`src/rtl/divider_pkg.sv`:
```
package divider_pkg;

    // word index of each register on the bus
    typedef enum logic [2:0] {
        IDX_U_NUM = 3'd0,
        IDX_U_DEN = 3'd1,
        IDX_S_NUM = 3'd2,
        IDX_S_DEN = 3'd3,
        IDX_QUOT  = 3'd4,
        IDX_REMD  = 3'd5,
        IDX_STAT  = 3'd6,
        IDX_SPARE = 3'd7
    } reg_idx_e;

    localparam int STAT_READY_BIT = 0;
    localparam int STAT_DIRTY_BIT = 1;

    // what a bus access to a given word touches
    typedef struct packed {
        logic operand;  // dividend or divisor word
        logic numer;    // dividend rather than divisor
        logic sgn;      // signed alias
        logic quot;     // quotient word
        logic remd;     // remainder word
    } access_t;

    function automatic access_t classify(input logic [2:0] idx);
        access_t a;
        a.operand = (idx[2] == 1'b0);
        a.numer   = (idx[0] == 1'b0);
        a.sgn     = idx[1];
        a.quot    = (idx == IDX_QUOT);
        a.remd    = (idx == IDX_REMD);
        return a;
    endfunction

endpackage

```
`src/rtl/div_negate.sv`:
```
module div_negate #(
    parameter int W = 32
) (
    input  logic [W-1:0] val_i,
    input  logic         neg_i,
    output logic [W-1:0] val_o
);
    assign val_o = neg_i ? (-val_i) : val_i;
endmodule

```
`src/rtl/div_core.sv`:
```
module div_core #(
    parameter int DATA_W    = 32,
    parameter int STEP_BITS = 4
) (
    input  logic              clk,
    input  logic              rst,
    input  logic              start,
    input  logic [DATA_W-1:0] num_mag,
    input  logic [DATA_W-1:0] den_mag,
    input  logic              ld_q,
    input  logic              ld_r,
    input  logic [DATA_W-1:0] ld_val,
    output logic [DATA_W-1:0] q_raw,
    output logic [DATA_W-1:0] r_raw,
    output logic              busy
);
    localparam int STEPS = DATA_W / STEP_BITS;
    localparam int CW    = $clog2(STEPS + 1);

    logic [DATA_W-1:0] q_r, r_r, d_r;
    logic [CW-1:0]     cnt;

    // chain of restoring shift-subtract stages, STEP_BITS per clock
    logic [DATA_W-1:0] qc [STEP_BITS+1];
    logic [DATA_W-1:0] rc [STEP_BITS+1];

    assign qc[0] = q_r;
    assign rc[0] = r_r;

    for (genvar g = 0; g < STEP_BITS; g++) begin : g_step
        logic [DATA_W:0]   trial;
        logic              ge;
        logic [DATA_W-1:0] sub;
        assign trial     = {rc[g], qc[g][DATA_W-1]};
        assign ge        = (trial >= {1'b0, d_r});
        assign sub       = trial[DATA_W-1:0] - d_r;
        assign rc[g+1]   = ge ? sub : trial[DATA_W-1:0];
        assign qc[g+1]   = {qc[g][DATA_W-2:0], ge};
    end

    always_ff @(posedge clk) begin
        if (rst) begin
            q_r <= '0;
            r_r <= '0;
            d_r <= '0;
            cnt <= '0;
        end else if (start) begin
            q_r <= num_mag;
            r_r <= '0;
            d_r <= den_mag;
            cnt <= CW'(STEPS);
        end else if (ld_q || ld_r) begin
            cnt <= '0;
            if (ld_q) q_r <= ld_val;
            if (ld_r) r_r <= ld_val;
        end else if (cnt != '0) begin
            q_r <= qc[STEP_BITS];
            r_r <= rc[STEP_BITS];
            cnt <= cnt - CW'(1);
        end
    end

    assign q_raw = q_r;
    assign r_raw = r_r;
    assign busy  = (cnt != '0);

    logic finishing;
    assign finishing = (cnt == CW'(1)) && !start && !ld_q && !ld_r;

    assert_count_bound_R3: assert property (@(posedge clk) disable iff (rst)
        cnt <= CW'(STEPS));

    assert_finish_idle_R3: assert property (@(posedge clk) disable iff (rst)
        finishing |=> !busy);

    assert_zero_div_R6: assert property (@(posedge clk) disable iff (rst)
        (finishing && d_r == '0) |=> (q_r == '1));

    assert_rem_below_den_R4: assert property (@(posedge clk) disable iff (rst)
        (finishing && d_r != '0) |=> (r_r < d_r));

    assert_load_halts_R8: assert property (@(posedge clk) disable iff (rst)
        (ld_q && !ld_r && !start) |=> $stable(r_r));

endmodule

```
`src/rtl/mmio_divider.sv`:
```
module mmio_divider
    import divider_pkg::*;
#(
    parameter int DATA_W    = 32,
    parameter int STEP_BITS = 4
) (
    input  logic              clk,
    input  logic              rst,
    input  logic [2:0]        bus_addr,
    input  logic              bus_wr,
    input  logic [DATA_W-1:0] bus_wdata,
    input  logic              bus_rd,
    output logic [DATA_W-1:0] bus_rdata
);
    localparam int MSB   = DATA_W - 1;
    localparam int N_NEG = 4;

    access_t  acc;
    reg_idx_e sel;
    assign acc = classify(bus_addr);
    assign sel = reg_idx_e'(bus_addr);

    logic op_wr, q_wr, r_wr, q_rd;
    assign op_wr = bus_wr && acc.operand;
    assign q_wr  = bus_wr && acc.quot;
    assign r_wr  = bus_wr && acc.remd;
    assign q_rd  = bus_rd && acc.quot;

    logic [DATA_W-1:0] num_r, den_r;
    logic              sgn_r, qneg_r, rneg_r, dirty_r;
    logic [DATA_W-1:0] nxt_num, nxt_den;

    assign nxt_num = (op_wr &&  acc.numer) ? bus_wdata : num_r;
    assign nxt_den = (op_wr && !acc.numer) ? bus_wdata : den_r;

    logic [DATA_W-1:0] q_raw, r_raw;
    logic              busy;

    // sign units: 0 dividend magnitude, 1 divisor magnitude,
    // 2 quotient read correction, 3 remainder read correction
    logic [DATA_W-1:0] nf_in  [N_NEG];
    logic [DATA_W-1:0] nf_out [N_NEG];
    logic              nf_neg [N_NEG];

    assign nf_in[0]  = nxt_num;
    assign nf_neg[0] = acc.sgn && nxt_num[MSB];
    assign nf_in[1]  = nxt_den;
    assign nf_neg[1] = acc.sgn && nxt_den[MSB];
    assign nf_in[2]  = q_raw;
    assign nf_neg[2] = sgn_r && qneg_r;
    assign nf_in[3]  = r_raw;
    assign nf_neg[3] = sgn_r && rneg_r;

    for (genvar u = 0; u < N_NEG; u++) begin : g_neg
        div_negate #(.W(DATA_W)) u_neg (
            .val_i (nf_in[u]),
            .neg_i (nf_neg[u]),
            .val_o (nf_out[u])
        );
    end

    div_core #(.DATA_W(DATA_W), .STEP_BITS(STEP_BITS)) u_core (
        .clk     (clk),
        .rst     (rst),
        .start   (op_wr),
        .num_mag (nf_out[0]),
        .den_mag (nf_out[1]),
        .ld_q    (q_wr),
        .ld_r    (r_wr),
        .ld_val  (bus_wdata),
        .q_raw   (q_raw),
        .r_raw   (r_raw),
        .busy    (busy)
    );

    always_ff @(posedge clk) begin
        if (rst) begin
            num_r  <= '0;
            den_r  <= '0;
            sgn_r  <= 1'b0;
            qneg_r <= 1'b0;
            rneg_r <= 1'b0;
        end else if (op_wr) begin
            num_r  <= nxt_num;
            den_r  <= nxt_den;
            sgn_r  <= acc.sgn;
            qneg_r <= (nxt_num[MSB] ^ nxt_den[MSB]) && (nxt_den != '0);
            rneg_r <= nxt_num[MSB];
        end
    end

    always_ff @(posedge clk) begin
        if (rst)        dirty_r <= 1'b0;
        else if (op_wr) dirty_r <= 1'b1;
        else if (q_rd)  dirty_r <= 1'b0;
    end

    logic [DATA_W-1:0] stat_word;
    always_comb begin
        stat_word = '0;
        stat_word[STAT_READY_BIT] = !busy;
        stat_word[STAT_DIRTY_BIT] = dirty_r;
    end

    always_comb begin
        case (sel)
            IDX_U_NUM, IDX_S_NUM: bus_rdata = num_r;
            IDX_U_DEN, IDX_S_DEN: bus_rdata = den_r;
            IDX_QUOT:             bus_rdata = nf_out[2];
            IDX_REMD:             bus_rdata = nf_out[3];
            IDX_STAT:             bus_rdata = stat_word;
            default:              bus_rdata = '0;
        endcase
    end

    assert_operand_starts_R3: assert property (@(posedge clk) disable iff (rst)
        op_wr |=> (busy && dirty_r));

    assert_result_write_R8: assert property (@(posedge clk) disable iff (rst)
        ((q_wr || r_wr) && !bus_rd) |=> (!busy && dirty_r == $past(dirty_r)));

    assert_quot_read_clean_R7: assert property (@(posedge clk) disable iff (rst)
        q_rd |=> !dirty_r);

    assert_stat_write_inert_R2: assert property (@(posedge clk) disable iff (rst)
        (bus_wr && sel == IDX_STAT) |=> ($stable(num_r) && $stable(den_r) && $stable(dirty_r)));

endmodule

```
`config.mk`:
```
export PLATFORM = sky130hd
export DESIGN_NAME = mmio_divider
export DESIGN_NICKNAME = d
export VERILOG_FILES = /design/src/rtl/divider_pkg.sv /design/src/rtl/div_negate.sv /design/src/rtl/div_core.sv /design/src/rtl/mmio_divider.sv
export SDC_FILE = /design/constraint.sdc
export NUM_CORES = 1
export LEC_CHECK = 0
export CELL_PAD_IN_SITES_DETAIL_PLACEMENT = 2
export CELL_PAD_IN_SITES_GLOBAL_PLACEMENT = 2
export CORE_MARGIN = 10
export CORE_UTILIZATION = 40
export CTS_BUF_LIST = sky130_fd_sc_hd__clkbuf_16
export DETAILED_ROUTE_END_ITERATION = 10
export PLACE_DENSITY = 0.84
export SYNTH_ARGS = -nofsm -noshare
export SYNTH_HDL_FRONTEND = slang
export SYNTH_SLANG_ARGS = --single-unit
```
`constraint.sdc`:
```
create_clock -name clk -period 32.5 [get_ports clk]
set_input_delay 6.5 -clock clk [delete_from_list [all_inputs] [get_ports clk]]
set_output_delay 6.5 -clock clk [all_outputs]
set_load 0.05 [all_outputs]
```
==> impl_metrics.csv <==
group,metric,value,unit
min_path,hold_end,"u_core.d_r[19]",
sta,final.period_utilization,51.23,%
logic_synthesis,yosys.area_share.adder,9.796,%
floorplan,die_width,231.7,µm
global_routing,antenna_found_initial,2,
sta,setup_viol,0,
critical_path,crit_chain,"clkdlybuf4s50_1 -> buf_4 -> inv_1 -> nor2_1 -> nand2_1 -> o221ai_1 -> clkdlybuf4s50_1",
floorplan,num_io_pins,71,
logic_synthesis,synth-xor-area-share,11.14,%
critical_path,cpPeakStageDelay,0.89,ns
sta,slew-limit-headroom,23.35,%
clock_network,cts_setup_buffers,0,
detailed_routing,first_pass_iters,6,
logic_synthesis,synth_edf_count,0,
critical_path,r2r-start,"u_core.d_r[12]",
floorplan,coreArea,0.04432,mm²
critical_path,rrSetupSlack,17.48,ns
global_routing,grt_pass1_vias,21155,
floorplan,die_area,0.05370,mm²
clock_network,clkSlewWorstSetupHoldPaths,0.06,ns
critical_path,end_kind,"primary output",
logic_synthesis,synth_top_area_share,18.53,%
clock_network,cts-resized-gates,0,
sta,finalHoldViolCount,0,
detailed_routing,wirelength,82540,µm
logic_synthesis,synthCells,2484,
clock_network,insertion_delay,0.46,ns
critical_path,crit_path_start_kind,"input pin",
critical_path,crit_slowest_cell,"clkdlybuf4s50_1",
clock_network,clock_sinks,166,
logic_synthesis,synth_compound_area_share,26.67,%
place,port_buffers,70,
detailed_routing,ant_nets,0,
detailed_routing,viasPerCell,6.356,
global_routing,met2_usage,52.14,%
logic_synthesis,muxShareOfSynthArea,8.554,%
critical_path,cp.required,26.00,ns
sta,rsz0062_at_grt,"false",
critical_path,cp_top_family,"buffers and inverters",
clock_network,cts.hold.buffers_added,0,
global_routing,track_usage,30.19,%
critical_path,path_max_fanout,32,
logic_synthesis,avgSynthCellArea,7.219,µm²
clock_network,cts_buffer_depth,2,
logic_synthesis,yosysTopAreaCell,"dfxtp_1",
logic_synthesis,yosys_warnings,0,
global_routing,use_met1,37.93,%
logic_synthesis,syn_nets,2661,
logic_synthesis,ys_ff_latch,166,
critical_path,setup.worst_path.class,"input pin to primary output",
sta,maxSlewViolCount,0,
cells_and_area,num_antenna_cells,0,
detailed_routing,vias,19551,
logic_synthesis,async_reset_ff_share,0,%
logic_synthesis,synth_ff_type,"dfxtp_1",
logic_synthesis,synth-simple-area-share,20.51,%
clock_network,numCtsBuffers,17,
logic_synthesis,yosys-top-cells-area,"dfxtp_1 19%, ha_1 9.3%, a21oi_1 7.3%",
sta,skew,0.01113,ns
critical_path,crit_arrival,10.15,ns
clock_network,cts_tree,"yes",
sta,max_freq,0.06006,GHz
status,outcome,"finished, final reports clean",
floorplan,die_y,231.7,µm
floorplan,initial_core_util,40.46,%
sta,worst_pin_slew,1.150,ns
sta,tns,0,ns
place,dp_hpwl,63350,µm
detailed_routing,drc,0,
critical_path,crit_top_cell,"clkdlybuf4s50_1",
global_routing,grt_overflow_total,0,
clock_network,cts_root_buf,"clkbuf_16",
clock_network,htreeDepth,4,
global_routing,grt_max_degree,91,
logic_synthesis,synth_top_family_by_area,"compound AO/OA/AOI/OAI gates",
logic_synthesis,netlist_area,0.01793,mm²
place,routabilityCongestion,0.9056,
min_path,hold_class,"register to register",
global_routing,grt_pass1_wl,128400,µm
detailed_routing,wire_per_inst,26.83,µm
critical_path,crit_buf_inv,4,
cells_and_area,fin_nets,2649,
global_routing,busiest_layer,"met2",
critical_path,r2r-end,"u_core.r_raw[11]",
sta,period_needed,16.65,ns
cells_and_area,syn_to_final_growth,9.538,%
run,drv_cap,0,
min_path,worstHoldPathCells,2,
detailed_routing,drt_iter0_markers,1468,
min_path,hold_start,"u_core.d_r[19]",
cells_and_area,post_route_cells_drive_above_1_share,4.871,%
global_routing,grtUsageMet3,3.763,%
critical_path,rr_worst_depth,48,
logic_synthesis,synth_cell_types,75,
floorplan,rows,77,
logic_synthesis,ys_seq_area_share,18.53,%
==> synth_stat cells (7+ instances only) <==
cell and instances:
clkbuf_1 102, mux2i_1 115, o41ai_1 7, o221ai_1 21, ha_1 134, mux2_2 34
a21o_1 61, or2_2 7, a22oi_1 7, nand2b_1 21, and3_1 20, and2_1 13
or3_1 18, o22ai_1 15, a31o_2 7, a21oi_1 261, o211ai_1 41, inv_1 94
dfxtp_1 166, nor3_1 79, buf_1 13, nand2_1 287, o21a_1 28, o21ai_0 155
xor2_1 80, o31ai_1 25, nand4_1 20, nand3_1 56, nor2b_1 23, a31oi_1 28
nor4_1 10, xnor2_1 148, o21bai_1 14, a211oi_1 24, o21ai_1 9, nor2_1 245
==> layout make-up <==
type	instances	area [µm²]
Tap cell	592	740.7
Clock buffer	17	425.4
Sequential cell	166	3323
Fill cell	5217	24670
Inverter	94	352.8
Multi-Input combinational cell	2098	13780
Clock inverter	14	135.1
Timing Repair Buffer	95	880.8
==> stage by stage <==
| step | worst slack, ns | utilization (%) | cells | instance area (µm²) | hold WS (ns) |
|---|---|---|---|---|---|
| 4_1_cts | 15.96 | 44.32 | 3076 | 19640 | 0.4574 |
| 5_1_grt | 15.79 | 44.32 | 3076 | 19640 | 0.4832 |
| 6_report | 15.85 | 44.32 | 3076 | 19640 | 0.4539 |
| 2_1_floorplan | 17.46 | - | 2484 | 17930 | 0.4319 |
| 3_5_place_dp | 15.99 | 43.06 | 3045 | 19080 | 0.4480 |
| 3_3_place_gp | 16.08 | 43.06 | 3045 | 19080 | 0.4397 |
==> logic make-up (layout without fill, tap and decap cells) <==
kind of cell    after synthesis  after routing
simple gates                820            820
compound gates              763            763
xor+xnor                    228            228
buf+inv                     220            220
flops                       166            166
mux                         149            149
fa+ha+maj                   138            138
==> worst register-to-register path: cells and delay by family, from the launching register on <==
family | cells | cell delay (ns)
simple gates | 10 | 2.18
buf+inv | 5 | 1.56
compound gates | 27 | 8.49
fa+ha+maj | 4 | 1.74
mux | 2 | 0.57
flops | 1 | 0.37
==> worst max-delay path by stage <==
stage / startpoint / to / slack, ns / depth (start not counted)
finish: bus_addr[2] / bus_rdata[9] / 15.85 / 7
detailed placement: bus_addr[2] / bus_rdata[9] / 15.99 / 7
CTS: bus_addr[2] / bus_rdata[9] / 15.96 / 7
global placement: bus_addr[2] / bus_rdata[9] / 16.08 / 7
global route: bus_addr[2] / bus_rdata[14] / 15.79 / 7
floorplan: bus_addr[0] / bus_rdata[11] / 17.46 / 5
==> flip-flops by register name, indices dropped and copies added, names as in the netlist <==
register / count
den_r: 32
dirty_r: 1
num_r: 32
qneg_r: 1
sgn_r: 1
u_core.cnt: 4
u_core.d_r: 31
u_core.q_raw: 32
u_core.r_raw: 32
==> metal layers <==
metal,wire length [µm],vias to the layer above,part of all wire (%)
met4,2650,0,3.2
li1,-,8904,-
met3,4018,150,4.9
met1,35920,9871,44
met5,0,-,0
met2,39950,626,48
==> cell usage in the layout, fill, tap and decap left out, types with 21 or more instances in the layout <==
cell type,n
nand2_1,287
a21oi_1,260
nor2_1,244
dfxtp_1,166
o21ai_0,154
xnor2_1,148
ha_1,134
mux2i_1,115
inv_1,95
xor2_1,80
nor3_1,79
clkdlybuf4s50_1,68
a21o_1,61
nand3_1,56
o211ai_1,41
mux2_2,34
o21a_1,28
a31oi_1,28
buf_4,26
o31ai_1,25
a211oi_1,24
nor2b_1,21
nand2b_1,21
o221ai_1,21
Power is not shown: default switching activity piles up to over one toggle a cycle in this logic, so the estimate is an artifact.
